### config.mk
export PLATFORM = sky130hd
export DESIGN_NAME = trig_group_acq
export DESIGN_NICKNAME = d
export VERILOG_FILES = /design/src/rtl/acq_pkg.sv /design/src/rtl/acq_ctrl.sv /design/src/rtl/acq_wr.sv /design/src/rtl/trig_group_acq.sv
export SDC_FILE = /design/constraint.sdc
export NUM_CORES = 1
export LEC_CHECK = 0
export BUFFER_PORTS_ARGS = -buffer_cell sky130_fd_sc_hd__buf_2
export CAP_MARGIN = 0
export CORE_MARGIN = 2
export CORE_UTILIZATION = 37
export DETAILED_ROUTE_END_ITERATION = 8
export PLACE_DENSITY_LB_ADDON = 0.15
export SETUP_SLACK_MARGIN = 0.2
export SLEW_MARGIN = 30
export SYNTH_ARGS = -nofsm -noshare
export SYNTH_HDL_FRONTEND = slang
export SYNTH_SLANG_ARGS = --single-unit
### constraint.sdc
create_clock -name clk -period 3.2 [get_ports clk]
set_clock_uncertainty 0.2 [all_clocks]
set_input_delay 0.64 -clock clk [delete_from_list [all_inputs] [get_ports clk]]
set_output_delay 0.64 -clock clk [all_outputs]
set_load 0.01 [all_outputs]
### src/rtl/acq_pkg.sv
// Package: shared types for the grouped capture block.
// Assumes four lanes per group; the state encoding is internal only.
package acq_pkg;
    localparam int LANES = 4;

    typedef enum logic [1:0] {
        ST_IDLE  = 2'd0,
        ST_ARMED = 2'd1,
        ST_RUN   = 2'd2
    } acq_state_t;
endpackage

### src/rtl/acq_ctrl.sv
// Module: acq_ctrl
// Run sequencer. Waits for arm, then for trigger, then walks the channel
// groups in ascending order, counting accepted strobes per group.
// Assumes NUM_CH is a multiple of four; arm has priority over all else.
module acq_ctrl
    import acq_pkg::*;
#(
    parameter int NUM_CH = 8,
    parameter int CNT_W  = 16,
    localparam int NUM_GRP = NUM_CH / LANES,
    localparam int GRP_W   = (NUM_GRP > 1) ? $clog2(NUM_GRP) : 1
) (
    input  logic             clk,
    input  logic             rst_n,
    input  logic             arm,
    input  logic [CNT_W-1:0] cfg_samples,
    input  logic             trig,
    input  logic             smp_valid,
    output logic [GRP_W-1:0] grp,
    output logic             busy,
    output logic             take
);
    localparam logic [GRP_W-1:0] LAST_GRP = GRP_W'(NUM_GRP - 1);

    acq_state_t       st;
    logic [CNT_W-1:0] cnt;
    logic [CNT_W-1:0] n_lat;
    logic             cnt_end;
    logic             run_end;

    // Strobe accepted only while running and not being re-armed.
    assign take    = (st == ST_RUN) && smp_valid && !arm;
    assign cnt_end = (cnt == n_lat - CNT_W'(1));
    assign run_end = take && cnt_end && (grp == LAST_GRP);
    assign busy    = (st == ST_RUN);

    // State, group and strobe counter update.
    always_ff @(posedge clk) begin
        if (!rst_n) begin
            st    <= ST_IDLE;
            grp   <= '0;
            cnt   <= '0;
            n_lat <= '0;
        end else if (arm) begin
            st    <= ST_ARMED;
            grp   <= '0;
            cnt   <= '0;
            n_lat <= cfg_samples;
        end else begin
            case (st)
                ST_ARMED: if (trig) st <= ST_RUN;
                ST_RUN: begin
                    if (take) begin
                        if (cnt_end) begin
                            cnt <= '0;
                            if (grp == LAST_GRP) begin
                                grp <= '0;
                                st  <= ST_IDLE;
                            end else begin
                                grp <= grp + GRP_W'(1);
                            end
                        end else begin
                            cnt <= cnt + CNT_W'(1);
                        end
                    end
                end
                default: st <= st;
            endcase
        end
    end

    p_trig_starts_r2: assert property (@(posedge clk) disable iff (!rst_n)
        (st == ST_ARMED && trig && !arm) |=> (st == ST_RUN));
    p_wait_trig_r7: assert property (@(posedge clk) disable iff (!rst_n)
        (st == ST_ARMED && !trig && !arm) |=> (st == ST_ARMED));
    p_run_ignores_trig_r6: assert property (@(posedge clk) disable iff (!rst_n)
        (st == ST_RUN && !smp_valid && !arm) |=>
        (st == ST_RUN && $stable(grp) && $stable(cnt)));
    p_end_idle_r5: assert property (@(posedge clk) disable iff (!rst_n)
        run_end |=> (st == ST_IDLE));
    p_arm_resets_r9: assert property (@(posedge clk) disable iff (!rst_n)
        arm |=> (st == ST_ARMED && grp == '0 && cnt == '0));
    p_grp_steps_r3: assert property (@(posedge clk) disable iff (!rst_n)
        (take && cnt_end && grp != LAST_GRP) |=> (grp == $past(grp) + GRP_W'(1)));
endmodule

### src/rtl/acq_wr.sv
// Module: acq_wr
// FIFO write stage. Registers one word per accepted strobe, tagged with the
// first channel index of the group, and keeps the sticky overflow flag.
// Assumes fifo_full is valid in the cycle the strobe is accepted.
module acq_wr
    import acq_pkg::*;
#(
    parameter int SAMPLE_W = 16,
    parameter int GRP_W    = 1,
    localparam int CH_W    = GRP_W + 2,
    localparam int WORD_W  = CH_W + LANES * SAMPLE_W
) (
    input  logic                      clk,
    input  logic                      rst_n,
    input  logic                      arm,
    input  logic                      take,
    input  logic [GRP_W-1:0]          grp,
    input  logic [LANES*SAMPLE_W-1:0] smp_data,
    input  logic                      fifo_full,
    output logic                      fifo_wr,
    output logic [WORD_W-1:0]         fifo_data,
    output logic                      overflow
);
    logic [LANES*SAMPLE_W-1:0] lanes_packed;

    // Lane repack: lane k of the group lands in slot k of the word.
    for (genvar k = 0; k < LANES; k++) begin : g_lane
        assign lanes_packed[k*SAMPLE_W +: SAMPLE_W] = smp_data[k*SAMPLE_W +: SAMPLE_W];
    end

    // Write strobe and word register.
    always_ff @(posedge clk) begin
        if (!rst_n) begin
            fifo_wr   <= 1'b0;
            fifo_data <= '0;
        end else begin
            fifo_wr <= take && !fifo_full;
            if (take && !fifo_full) fifo_data <= {grp, 2'b00, lanes_packed};
        end
    end

    // Sticky overflow, cleared by arm.
    always_ff @(posedge clk) begin
        if (!rst_n)                 overflow <= 1'b0;
        else if (arm)               overflow <= 1'b0;
        else if (take && fifo_full) overflow <= 1'b1;
    end

    p_write_r4: assert property (@(posedge clk) disable iff (!rst_n)
        (take && !fifo_full) |=> fifo_wr);
    p_no_write_idle_r5: assert property (@(posedge clk) disable iff (!rst_n)
        !take |=> !fifo_wr);
    p_full_drop_r8: assert property (@(posedge clk) disable iff (!rst_n)
        (take && fifo_full) |=> (!fifo_wr && overflow));
    p_ovf_sticky_r8: assert property (@(posedge clk) disable iff (!rst_n)
        (overflow && !arm) |=> overflow);
    p_arm_clears_r9: assert property (@(posedge clk) disable iff (!rst_n)
        arm |=> !overflow);
endmodule

### src/rtl/trig_group_acq.sv
// Module: trig_group_acq (top)
// Trigger-gated capture of NUM_CH channels in groups of four into a FIFO.
// Assumes the source presents the group chosen by grp_sel on smp_data.
module trig_group_acq
    import acq_pkg::*;
#(
    parameter int NUM_CH   = 8,
    parameter int SAMPLE_W = 16,
    parameter int CNT_W    = 16,
    localparam int NUM_GRP = NUM_CH / LANES,
    localparam int GRP_W   = (NUM_GRP > 1) ? $clog2(NUM_GRP) : 1,
    localparam int WORD_W  = GRP_W + 2 + LANES * SAMPLE_W
) (
    input  logic                      clk,
    input  logic                      rst_n,
    input  logic                      arm,
    input  logic [CNT_W-1:0]          cfg_samples,
    input  logic                      trig,
    input  logic                      smp_valid,
    input  logic [LANES*SAMPLE_W-1:0] smp_data,
    input  logic                      fifo_full,
    output logic [GRP_W-1:0]          grp_sel,
    output logic                      busy,
    output logic                      fifo_wr,
    output logic [WORD_W-1:0]         fifo_data,
    output logic                      overflow
);
    logic take;

    // Elaboration check on the channel count.
    initial begin
        if (NUM_CH % LANES != 0 || NUM_CH < LANES)
            $error("NUM_CH must be a nonzero multiple of four");
    end

    acq_ctrl #(.NUM_CH(NUM_CH), .CNT_W(CNT_W)) u_ctrl (
        .clk         (clk),
        .rst_n       (rst_n),
        .arm         (arm),
        .cfg_samples (cfg_samples),
        .trig        (trig),
        .smp_valid   (smp_valid),
        .grp         (grp_sel),
        .busy        (busy),
        .take        (take)
    );

    acq_wr #(.SAMPLE_W(SAMPLE_W), .GRP_W(GRP_W)) u_wr (
        .clk       (clk),
        .rst_n     (rst_n),
        .arm       (arm),
        .take      (take),
        .grp       (grp_sel),
        .smp_data  (smp_data),
        .fifo_full (fifo_full),
        .fifo_wr   (fifo_wr),
        .fifo_data (fifo_data),
        .overflow  (overflow)
    );
endmodule

# --- Word-level counts from Yosys, hierarchy flattened ---
# Index checks and enable logic that the tools add are counted.
totals:
  ff_bits: 102
  inputBits: 86
  out_inout_bits: 71
op_classes:
  addsub: 3
  eq_ne: 11
  n_mux: 8
  n_bitwise: 1
  reduce_logical: 13
ops:
  columns: ["op", "count"]
  rows:
  - ["$add A16 B1 Y16 const B", 1]
  - ["$eq A16 B16 Y1", 1]
  - ["$mux W16", 1]
  - ["$sub A16 B1 Y16 const B", 1]
  - ["$reduce_and A5 Y1", 2]
  - ["$ne A3 B2 Y1 const B", 3]
  - ["$mux W2", 4]
  - ["$ne A2 B1 Y1 const B", 3]
  - ["$logic_and A1 B1 Y1", 4]
  - ["$pmux W2 S2", 1]
  - ["$ne A3 B3 Y1 const B", 1]
  - ["$reduce_and A3 Y1", 1]
  - ["$reduce_bool A3 Y1", 1]
  - ["$eq A2 B1 Y1 const B", 1]
  - ["$eq A2 B2 Y1 const B", 1]
  - ["$logic_not A1 Y1", 2]
  - ["$mux W1", 2]
  - ["$ne A2 B2 Y1 const B", 1]
  - ["$reduce_and A2 Y1", 1]
  - ["$reduce_bool A2 Y1", 1]
  - ["$reduce_or A2 Y1", 1]
  - ["$add A1 B1 Y1 const B", 1]
  - ["$not A1 Y1", 1]

# --- Depth between registers and ports, before layout ---
# Gate-level depths: netlist of run 1.
depth:
  ltp_word: 6
  ltp_mapped: 12
  ltp_nobuf: 9

# --- Hierarchy ---
# From an unflattened synthesis of run 1, not the netlist that was laid out.
hier_totals:
  hier_cells: 531
  area_unflattened_um2: 4733.3
by_module_without_submodules:
  columns: ["module", "instances", "cells_per_inst", "area_per_inst_um2", "seq_area_each_um2"]
  rows:
  - ["acq_wr", 1, 292, 2682.6, 1341.3]
  - ["acq_ctrl", 1, 239, 2050.7, 700.7]

# --- Worst setup path before layout of run 1 ---
# Ideal clock, no wire load.
synth_timing:
  path_type: "register to register"
  start: "register u_ctrl.n_lat[0]"
  end: "register u_ctrl.cnt[10]"
  arrival_ps: 2530
  required_ps: 2864
  setup_slack_ps: 335
  path_stages_with_launch: 13
  period_less_slack_ps: 2865
  cell_sequence: "dfxtp_1 clkbuf_1 inv_1 ha_1 buf_2 nor2b_1 or3_1 a31o_2 nor4_2 nand4_1 nor4_4 buf_6 nor3_2"
synth_between:
  elab_chain_cells: 3
synth_lines:
  columns: ["element", "line_no", "rtl"]
  rows:
  - ["start, declared", "acq_ctrl.sv:27", "logic [CNT_W-1:0] n_lat;"]
  - ["start signal, assigned", "acq_ctrl.sv:48", "n_lat <= cfg_samples;"]
  - ["$sub A16 B1 Y16", "acq_ctrl.sv:33", "assign cnt_end = (cnt == n_lat - CNT_W'(1));"]
  - ["$eq A16 B16 Y1", "acq_ctrl.sv:33", null]
  - ["$mux W16", "acq_ctrl.sv:54", "if (cnt_end) begin"]
  - ["end signal, assigned", "acq_ctrl.sv:63", "cnt <= cnt + CNT_W'(1);"]
  - ["end, declared", "acq_ctrl.sv:26", "logic [CNT_W-1:0] cnt;"]
# No other way between the ends.
# A chain may end at the register's enable or synchronous reset.

# --- Worst setup path in the final report of run 1 ---
layout_timing:
  start: "register u_ctrl.n_lat[0]"
  end: "register u_ctrl.st[1]"
layout_between:
  elab_chain_cells: 4
layout_lines:
  columns: ["element", "line_no", "rtl"]
  rows:
  - ["$sub A16 B1 Y16", "acq_ctrl.sv:33", null]
  - ["$eq A16 B16 Y1", "acq_ctrl.sv:33", null]
  - ["$ne A2 B1 Y1 (no line)", null, null]
  - ["$reduce_and A5 Y1 (no line)", null, null]
  - ["end signal, assigned", "acq_ctrl.sv:67", "default: st <= st;"]
  - ["end, declared", "acq_ctrl.sv:25", "acq_state_t st;"]
# No other way between the ends.

==> results.sh, run 1 <==
export IMPL_drt_total_wl_um=11700
export IMPL_wl_per_cell_um=13.7
export IMPL_p_switching_mw=0.621
export IMPL_cts_clk_slew_worst_paths_ns=0.07
export IMPL_power_density_nw_per_um2=442
export IMPL_startpoint_type="flip-flop"
export IMPL_worstSetupEndpointType="flip-flop"
export IMPL_ioPinCount=157
export IMPL_cts_root_buf="clkbuf_16"
export IMPL_dp_hpwl_um=8460
export IMPL_synth_seq_cells=102
export IMPL_finalCritPeriodShare_pct=86.4
export IMPL_rsz0062_at_grt="no"
export IMPL_portBuffers=154
export IMPL_die_area_um2=13600
export IMPL_synth_cells=544
export IMPL_setup_viol_count_final=0
export IMPL_regToRegEndpoint="u_ctrl.st[1]"
export IMPL_async_flop_share_pct=0
export IMPL_drcViolationCount=0
export IMPL_synth_avg_cell_area_um2=8.60
export IMPL_ys_types=53
export IMPL_grt_pass1_wl_um=19100
export IMPL_die_x_um=116
export IMPL_max_slew_margin_pct=61.1
export IMPL_vias=4111
export IMPL_synth_ff_type="dfxtp_1"
export IMPL_cts_buffer_depth=2
export IMPL_fmax_mhz=362
export IMPL_clock_sinks=102
export IMPL_arrival_ns=2.79
export IMPL_postRouteAntennaNets=0
export IMPL_n_fill_cell=1240
export IMPL_post_route_min_period_ns=2.77
export IMPL_post_cts_buffers=0
export IMPL_setup_tns_ns=0
export IMPL_switching_share_pct=23.9
export IMPL_nets=765
export IMPL_power_frac_comb_pct=9.2
export IMPL_grt_max_degree=66
export IMPL_clockPowerShare_pct=40.4
export IMPL_grt_overflow_total=0
export IMPL_cts_htree_levels=3
export IMPL_min_path_type="reg -> reg"
export IMPL_layout_common_cells="154 x buf_2, 138 x nand2_1, 100 x dfxtp_1, 65 x a21boi_0, 24 x nor2b_1"
export IMPL_viasPerCell=4.81
export IMPL_reg2regPathDepth=10
export IMPL_hold_path_startpoint="u_wr.fifo_data[3]"
export IMPL_mappedNetlistArea_um2=4680
export IMPL_place_congestion=0.875
export IMPL_cap_violations=0
export IMPL_insertion_delay_ns=0.34
export IMPL_p_leak_nw=2.40
export IMPL_reg2reg_slack_ns=0.43
export IMPL_finalInstanceArea_um2=5880
export IMPL_num_rows=41
export IMPL_cts_buffers=9
export IMPL_cp_max_fo=14
export IMPL_p_int_mw=1.98
export IMPL_status="completed"
export IMPL_antenna_found_initial=1
export IMPL_cts_tree="yes"
export IMPL_area_growth_pct=25.7
export IMPL_timing_rr_start="u_ctrl.n_lat[0]"
export IMPL_track_usage_pct=17.9
export IMPL_critPathKind="reg -> reg"
export IMPL_synth_edf_count=0
export IMPL_critPathLaunch="u_ctrl.n_lat[0]"
export IMPL_yosysSeqAreaShare_pct=43.7
export IMPL_layout_commonest_cell="buf_2"
export IMPL_grt_pass1_vias=3997
export IMPL_dr_pass1_iters=4
export IMPL_required_ns=3.22
export IMPL_worst_pin_slew_ns=0.579
export IMPL_hold_violations=0
export IMPL_die_h_um=116
export IMPL_drive_above_1_share_pct=29.8
export IMPL_whs_path_depth=2
export IMPL_maxSlewViolCount=0
export IMPL_p_seq_share_pct=50.3
export IMPL_drtIter0Drc=146
export IMPL_hold_path_end="u_wr.fifo_data[3]"
export IMPL_vdd_drop_max_uv=227
export IMPL_start_util_pct=37.5
export IMPL_yosys_warnings=0
export IMPL_coreArea_um2=12500
export IMPL_place_area_um2=5580
-- how the worst max path moves through the flow --
stage | depth (start not counted) | slack, ns | to
2_1_floorplan | 12 | 0.33 | u_ctrl.cnt[10]
3_3_place_gp | 10 | 0.35 | u_ctrl.st[1]
3_5_place_dp | 10 | 0.29 | u_ctrl.st[1]
4_1_cts | 10 | 0.26 | u_ctrl.st[1]
5_1_grt | 7 | 0.22 | u_ctrl.grp
6_report | 10 | 0.43 | u_ctrl.st[1]
-- through the flow --
stage               total power [mW]  std cells  setup slack [ns]  utilization (%)  hold WS (ns)
CTS                             2.64        854             0.263             47.0         0.263
finish                          2.60        855             0.434             47.2         0.259
floorplan                       1.49        545             0.335                -         0.288
global placement                1.57        838             0.354             44.7         0.247
global route                    2.72        854             0.224             47.2         0.283
detailed placement              1.57        838             0.290             44.7         0.253
-- cells in the mapped netlist, types with 6 or more instances --
| library cell | n | area, µm² |
|---|---|---|
| a21boi_0 | 65 | 488 |
| a21oi_1 | 7 | 35.0 |
| clkbuf_1 | 31 | 116 |
| dfxtp_1 | 102 | 2040 |
| inv_1 | 6 | 22.5 |
| mux2i_1 | 17 | 170 |
| nand2_1 | 138 | 518 |
| nand2b_1 | 6 | 37.5 |
| nand3_1 | 9 | 45.0 |
| nand4_1 | 12 | 75.1 |
| nor2_1 | 16 | 60.1 |
| nor2b_1 | 24 | 150 |
| nor3_1 | 11 | 55.1 |
| nor3_2 | 10 | 100 |
| xnor2_1 | 17 | 149 |
| xor2_1 | 15 | 131 |
-- metal layers --
layer | GRT usage [%] | part of all wire [%]
met5 | 0 | 0
met4 | 8.57 | 2.4
met3 | 6.12 | 8.1
met2 | 28.8 | 48
met1 | 21.5 | 42
-- sequential cells by signal, summed over array words and instances (netlist names) --
name            count
u_ctrl.cnt         16
u_ctrl.grp          1
u_ctrl.n_lat       16
u_ctrl.st           2
u_wr.fifo_data     65
u_wr.fifo_wr        1
u_wr.overflow       1
-- area by class of cell --
cell class | instances | area, µm² | share of cell area (%)
Antenna cell | 1 | 2.50 | 0.0426
Clock buffer | 11 | 253 | 4.30
Clock inverter | 5 | 33.8 | 0.574
Inverter | 6 | 22.5 | 0.383
Multi-Input combinational cell | 396 | 2450 | 41.7
Sequential cell | 102 | 2040 | 34.8
Tap cell | 172 | 215 | 3.66
Timing Repair Buffer | 162 | 860 | 14.6
-- kinds of logic (layout without fill, tap and decap cells) --
family | Yosys count | in the layout | share of synthesized area [%]
compound gates | 94 | 94 | 15.0
other cells | 1 | 3 | 0.0802
mux | 17 | 17 | 3.64
fa+ha+maj | 2 | 2 | 0.535
simple gates | 249 | 249 | 26.6
flops | 102 | 102 | 43.7
buf+inv | 47 | 184 | 4.47
xor+xnor | 32 | 32 | 5.99
-- timing repair --
| action | in CTS | in global routing |
|---|---|---|
| resized for setup | 0 | 5 |
| setup endpoints to repair | 0 | 18 |
| hold buffers | 0 | 0 |
-- worst max-delay path, cell delays in order, from the launching register on --
cell and delay (ns):
dfxtp_2 0.40, inv_1 0.06, ha_1 0.30, nor2b_1 0.17, or3_1 0.35, a31o_2 0.25, nor4_2 0.26, nand4_1 0.17
nor4_4 0.17, buf_6 0.22, a211oi_1 0.09
-- power by group through the flow --
stage	sequential, mW	clock [mW]	combinational, mW
finish	1.31	1.05	0.239
global route	1.31	1.14	0.268
floorplan	1.33	0	0.167
CTS	1.31	1.09	0.238
detailed placement	1.34	0	0.237
global placement	1.33	0	0.233
Power figures use the tool's default switching activity.
==> run 2: changes to the inputs <==
--- a/config.mk
+++ b/config.mk
@@ -5,11 +5,11 @@
 export SDC_FILE = /design/constraint.sdc
 export NUM_CORES = 1
 export LEC_CHECK = 0
-export BUFFER_PORTS_ARGS = -buffer_cell sky130_fd_sc_hd__buf_2
 export CAP_MARGIN = 0
 export CORE_MARGIN = 2
 export CORE_UTILIZATION = 37
 export DETAILED_ROUTE_END_ITERATION = 8
+export DONT_BUFFER_PORTS = 1
 export PLACE_DENSITY_LB_ADDON = 0.15
 export SETUP_SLACK_MARGIN = 0.2
 export SLEW_MARGIN = 30
==> constraint.sdc (replaced) <==
create_clock -name clk -period 3 [get_ports clk]
set_clock_uncertainty 0.2 [all_clocks]
set_input_delay 0.6 -clock clk [delete_from_list [all_inputs] [get_ports clk]]
set_output_delay 0.6 -clock clk [all_outputs]
set_load 0.01 [all_outputs]
==> run 2 against run 1 <==
Effect of this change:
- setup slack worse by 0.14 ns
- global-route usage down 1.3 points
- clock power up 16%
- final cell count down 18%
- highest routed layer unchanged
==> results.sh, run 2 (same netlist as run 1, synthesis figures left out) <==
export IMPL_status="completed"
export IMPL_drcViolationCount=0
export IMPL_die_area_um2=13600
export IMPL_cts_buffers=9
export IMPL_num_rows=41
export IMPL_ioPinCount=157
export IMPL_viasPerCell=5.09
export IMPL_maxSlewViolCount=0
export IMPL_critPathKind="reg -> reg"
export IMPL_slowest_stage="or4b_2"
export IMPL_timing_rr_start="u_ctrl.n_lat[1]"
export IMPL_required_ns=3.08
export IMPL_postRouteAntennaNets=0
export IMPL_start_util_pct=37.5
export IMPL_cts_clk_slew_worst_paths_ns=0.07
export IMPL_insertion_delay_ns=0.35
export IMPL_ctsHoldBuffers=0
export IMPL_coreArea_um2=12500
export IMPL_drtIter0Drc=113
export IMPL_startpoint_type="flip-flop"
export IMPL_cts_htree_levels=3
export IMPL_cts_tree="yes"
export IMPL_power_density_nw_per_um2=541
export IMPL_grt_max_degree=86
export IMPL_rsz0062_at_grt="yes"
export IMPL_antenna_cells=0
export IMPL_cts_buffer_depth=2
export IMPL_cp_max_fo=7
export IMPL_clock_sinks=102
export IMPL_min_path_type="in -> reg"
export IMPL_wl_per_cell_um=15.9
export IMPL_whs_path_depth=2
export IMPL_holdWs_ns=0.190
export IMPL_arrival_ns=2.78
export IMPL_largest_reg_flops=65
export IMPL_cap_violations=0
export IMPL_post_route_min_period_ns=2.70
export IMPL_p_leak_nw=1.70
export IMPL_layout_common_cells="138 x nand2_1, 101 x dfxtp_1, 65 x a21boi_0, 24 x nor2b_1"
export IMPL_place_congestion=0.852
export IMPL_hold_path_end="u_wr.fifo_data[61]"
export IMPL_dr_pass1_iters=4
export IMPL_critPathBufInv=1
export IMPL_top_regs="u_wr.fifo_data x65, u_ctrl.cnt x16, u_ctrl.n_lat x16"
export IMPL_nets=613
export IMPL_portBuffers=0
export IMPL_drive_above_1_share_pct=10.2
export IMPL_grt_overflow_total=0
export IMPL_dp_hpwl_um=8010
export IMPL_die_x_um=116
export IMPL_track_usage_pct=16.6
export IMPL_reg2regPathDepth=9
export IMPL_layout_commonest_cell="nand2_1"
export IMPL_largest_register="u_wr.fifo_data"
export IMPL_fin_util_pct=41.6
export IMPL_finalInstanceArea_um2=5190
export IMPL_grt_pass1_wl_um=17600
export IMPL_setup_tns_ns=0
export IMPL_cts_root_buf="clkbuf_16"
export IMPL_hold_violations=0
export IMPL_setup_viol_count_final=0
export IMPL_antenna_found_initial=0
export IMPL_area_growth_pct=11.0
export IMPL_finalCritPeriodShare_pct=90.1
export IMPL_regToRegEndpoint="u_ctrl.cnt[1]"
export IMPL_drt_total_wl_um=11200
export IMPL_fmax_mhz=370
export IMPL_slowest_delay_ns=0.66
export IMPL_vias=3576
export IMPL_hold_path_startpoint="smp_data[61]"
export IMPL_path_cells="inv_1 -> ha_2 -> or4b_2 -> nor4_4 -> nor4b_1 -> a211oi_2 -> o21bai_2 -> o211ai_1 -> a21oi_1"
export IMPL_vdd_drop_max_uv=228
export IMPL_reg2reg_slack_ns=0.30
export IMPL_die_h_um=116
export IMPL_grt_pass1_vias=3402
export IMPL_worstSetupEndpointType="flip-flop"
export IMPL_place_area_um2=4820
export IMPL_cp_top_family="simple AND/OR/NAND/NOR gates"
==> run 2: changes by cell type in the layout (fill, tap and decap cells not counted), moves of 2 or more <==
cell      delta
nor3_1       -2
buf_4        +2
clkinv_2     -2
nor4_4       +2
buf_2      -154
nor3_2       +2
==> run 2: power breakdown <==
part           leakage (nW)  internal, mW  switching (mW)
logic                 0.734         0.102          0.0940
clock network         0.144         0.680           0.537
registers             0.825          1.37          0.0265
total                  1.70          2.15           0.657
==> run 2: per-stage QoR <==
stage / total power, mW / worst slack, ns / cells
2_1_floorplan: 1.59 / 0.225 / 545
3_3_place_gp: 1.60 / 0.284 / 684
3_5_place_dp: 1.60 / 0.179 / 684
4_1_cts: 2.83 / 0.253 / 700
5_1_grt: 2.93 / 0.193 / 702
6_report: 2.81 / 0.298 / 702
==> run 2: worst max-delay path by stage <==
stage,endpoint,startpoint,cells past startpoint
after global placement,u_ctrl.st[1],u_ctrl.n_lat[1],10
after detailed placement,u_ctrl.cnt[1],u_ctrl.n_lat[1],9
after floorplan,u_ctrl.cnt[10],u_ctrl.n_lat[0],12
after global routing,u_ctrl.st[1],u_ctrl.n_lat[1],9
after CTS,u_ctrl.cnt[1],u_ctrl.n_lat[1],9
final,u_ctrl.cnt[1],u_ctrl.n_lat[1],9
==> run 2: what timing repair did <==
item | in CTS | in global routing
gates resized for setup | 2 | 8
pin swaps | 0 | 3
hold endpoints to repair | 0 | 0
buffers inserted | 0 | 2
setup endpoints to repair | 3 | 18
==> run 2: worst register-to-register path: cells and delay by family (launching register included) <==
| kind | cells | cell delay (ns) |
|---|---|---|
| AND/OR/NAND/NOR | 3 | 0.92 |
| adder cells (fa/ha/maj) | 1 | 0.23 |
| AO/OA/AOI/OAI | 4 | 0.86 |
| flip-flops | 1 | 0.35 |
| buffers and inverters | 1 | 0.06 |
==> run 2: area by class of cell <==
cell class	instances	area (µm²)
fill	1251	7270
clock inverter	5	65.1
clock buffer	11	243
multi-input combinational	396	2490
inverter	6	22.5
sequential	102	2040
timing repair buffer	10	113
tap	172	215
==> run 2: per-layer routing <==
metal / share of wire (%) / routed length, µm / global-route usage [%]
met1: 42 / 4650 / 19.9
met2: 48 / 5390 / 26.6
met3: 8.9 / 995 / 7.21
met4: 1.3 / 150 / 6.11
met5: 0 / 0 / 0
==> run 3: changes to the inputs <==
--- a/config.mk
+++ b/config.mk
@@ -11,6 +11,7 @@
 export DETAILED_ROUTE_END_ITERATION = 8
 export DONT_BUFFER_PORTS = 1
 export PLACE_DENSITY_LB_ADDON = 0.15
+export RECOVER_POWER = 100
 export SETUP_SLACK_MARGIN = 0.2
 export SLEW_MARGIN = 30
 export SYNTH_ARGS = -nofsm -noshare
==> run 3 against run 2 <==
Effect of this change:
- die area unchanged
- critical path depth unchanged
- critical path type unchanged
- largest cell class unchanged
- via count up 0.25%
- sequential share of layout area up 0.48 points
- largest power group unchanged
==> results.sh, run 3 (same netlist as run 1, synthesis figures left out) <==
export IMPL_critPathKind="reg -> reg"
export IMPL_n_fill_cell=1262
export IMPL_coreArea_um2=12500
export IMPL_finalInstanceArea_um2=5120
export IMPL_worst_pin_slew_ns=0.772
export IMPL_slowest_stage="or4b_2"
export IMPL_grt_busiest_layer="met2"
export IMPL_power_frac_comb_pct=6.8
export IMPL_top_regs="u_wr.fifo_data x65, u_ctrl.cnt x16, u_ctrl.n_lat x16"
export IMPL_finalCritPeriodShare_pct=91.3
export IMPL_required_ns=3.08
export IMPL_hold_violations=0
export IMPL_fin_cells=702
export IMPL_viasPerCell=5.11
export IMPL_largest_register="u_wr.fifo_data"
export IMPL_finalPower_mw=2.80
export IMPL_reg2reg_slack_ns=0.26
export IMPL_setup_viol_count_final=0
export IMPL_place_area_um2=4820
export IMPL_hold_path_startpoint="smp_data[61]"
export IMPL_regArea_um2=2040
export IMPL_cts_clk_slew_worst_paths_ns=0.07
export IMPL_multi_input_area_um2=2440
export IMPL_die_h_um=116
export IMPL_slowest_delay_ns=0.67
export IMPL_layout_common_cells="138 x nand2_1, 102 x dfxtp_1, 65 x a21boi_0, 24 x nor2b_1"
export IMPL_switching_share_pct=23.4
export IMPL_holdWs_ns=0.190
export IMPL_rsz0062_at_grt="yes"
export IMPL_worstSetupEndpointType="flip-flop"
export IMPL_area_growth_pct=9.58
export IMPL_reg2regPathDepth=9
export IMPL_postRouteAntennaNets=0
export IMPL_whs_path_depth=2
export IMPL_portBuffers=0
export IMPL_grt_max_degree=86
export IMPL_dr_pass1_iters=4
export IMPL_drt_total_wl_um=11200
export IMPL_track_usage_pct=16.6
export IMPL_p_leak_nw=1.68
export IMPL_hold_path_end="u_wr.fifo_data[61]"
export IMPL_nets=613
export IMPL_p_seq_share_pct=49.8
export IMPL_die_area_um2=13600
export IMPL_status="completed"
export IMPL_cp_max_fo=7
export IMPL_antenna_cells=0
export IMPL_cp_top_family="simple AND/OR/NAND/NOR gates"
export IMPL_cts_root_buf="clkbuf_16"
export IMPL_antenna_found_initial=0
export IMPL_drtIter0Drc=118
export IMPL_grtUsageMet3_pct=7.21
export IMPL_p_switching_mw=0.656
export IMPL_place_congestion=0.852
export IMPL_dp_hpwl_um=8010
export IMPL_startpoint_type="flip-flop"
export IMPL_die_x_um=116
export IMPL_regToRegEndpoint="u_ctrl.cnt[0]"
export IMPL_wl_per_cell_um=16.0
export IMPL_drcViolationCount=0
export IMPL_num_rows=41
export IMPL_start_util_pct=37.5
export IMPL_layout_commonest_cell="nand2_1"
export IMPL_p_int_mw=2.15
export IMPL_use_met1_pct=19.9
export IMPL_cap_violations=0
export IMPL_vdd_drop_max_uv=227
export IMPL_arrival_ns=2.82
export IMPL_timing_rr_start="u_ctrl.n_lat[1]"
export IMPL_cts_buffer_depth=2
export IMPL_post_route_min_period_ns=2.74
export IMPL_vias=3585
export IMPL_ctsHoldBuffers=0
export IMPL_grt_pass1_vias=3402
export IMPL_clockPowerShare_pct=43.4
export IMPL_largest_reg_flops=65
export IMPL_clock_sinks=102
export IMPL_path_cells="inv_1 -> ha_2 -> or4b_2 -> nor4_4 -> nor4b_1 -> a211oi_2 -> o21bai_2 -> o21ai_0 -> a21oi_1"
export IMPL_drive_above_1_share_pct=8.11
export IMPL_power_density_nw_per_um2=547
export IMPL_fmax_mhz=365
export IMPL_setup_tns_ns=0
export IMPL_critPathBufInv=1
export IMPL_grt_overflow_total=0
export IMPL_insertion_delay_ns=0.35
export IMPL_place_inst=684
export IMPL_grt_pass1_wl_um=17600
export IMPL_cts_htree_levels=3
export IMPL_max_slew_margin_pct=48.5
export IMPL_cts_tree="yes"
export IMPL_min_path_type="in -> reg"
export IMPL_met2_usage_pct=26.6
export IMPL_maxSlewViolCount=0
export IMPL_ioPinCount=157
export IMPL_cts_buffers=9
run 3: worst max path at each step:
| stage | slack, ns | startpoint | to | cells past startpoint |
|---|---|---|---|---|
| finish | 0.26 | u_ctrl.n_lat[1] | u_ctrl.cnt[0] | 9 |
| floorplan | 0.23 | u_ctrl.n_lat[0] | u_ctrl.cnt[10] | 12 |
| detailed placement | 0.18 | u_ctrl.n_lat[1] | u_ctrl.cnt[1] | 9 |
| CTS | 0.25 | u_ctrl.n_lat[1] | u_ctrl.cnt[1] | 9 |
| global placement | 0.28 | u_ctrl.n_lat[1] | u_ctrl.st[1] | 10 |
| global route | 0.1 | u_ctrl.n_lat[1] | u_ctrl.cnt[0] | 10 |
run 3: metrics by stage:
step / worst slack, ns / util (%)
finish: 0.262 / 41.1
detailed placement: 0.179 / 38.6
global route: 0.0994 / 41.1
global placement: 0.284 / 38.6
CTS: 0.253 / 41.2
floorplan: 0.225 / -
run 3: metal layers:
layer  wire length [µm]  vias up
met5                  0        -
met4                148        0
met3               1010       11
met2               5410      117
met1               4630     1670
li1                   -     1787
run 3: layout make-up:
cell class              instances  area share, %
clock buffers                  11           4.74
well taps                     172           4.20
multi-input cells             396           47.6
clock inverters                 5           1.27
flip-flops and latches        102           39.8
repair buffers                 10           1.88
inverters                       6          0.439
run 3: worst reg2reg max path: cells and delay by family (launching register included):
family / cells / cell delay (ns)
DFF: 1 / 0.37
and+or+nand+nor: 3 / 0.93
AOI/OAI and AO/OA: 4 / 0.86
adders and majority gates: 1 / 0.23
buffers and inverters: 1 / 0.08
run 3: power by group through the flow:
stage | logic (mW) | registers (mW) | clock network [mW]
CTS | 0.181 | 1.39 | 1.25
detailed placement | 0.178 | 1.43 | 0
floorplan | 0.178 | 1.42 | 0
finish | 0.192 | 1.40 | 1.22
global placement | 0.174 | 1.42 | 0
global route | 0.210 | 1.40 | 1.32
run 3: timing repair:
action / 4_1_cts / 5_1_grt
resized for setup: 2 / 8
pin swaps: 0 / 3
endpoints found under the setup margin: 3 / 18
setup buffers: 0 / 2
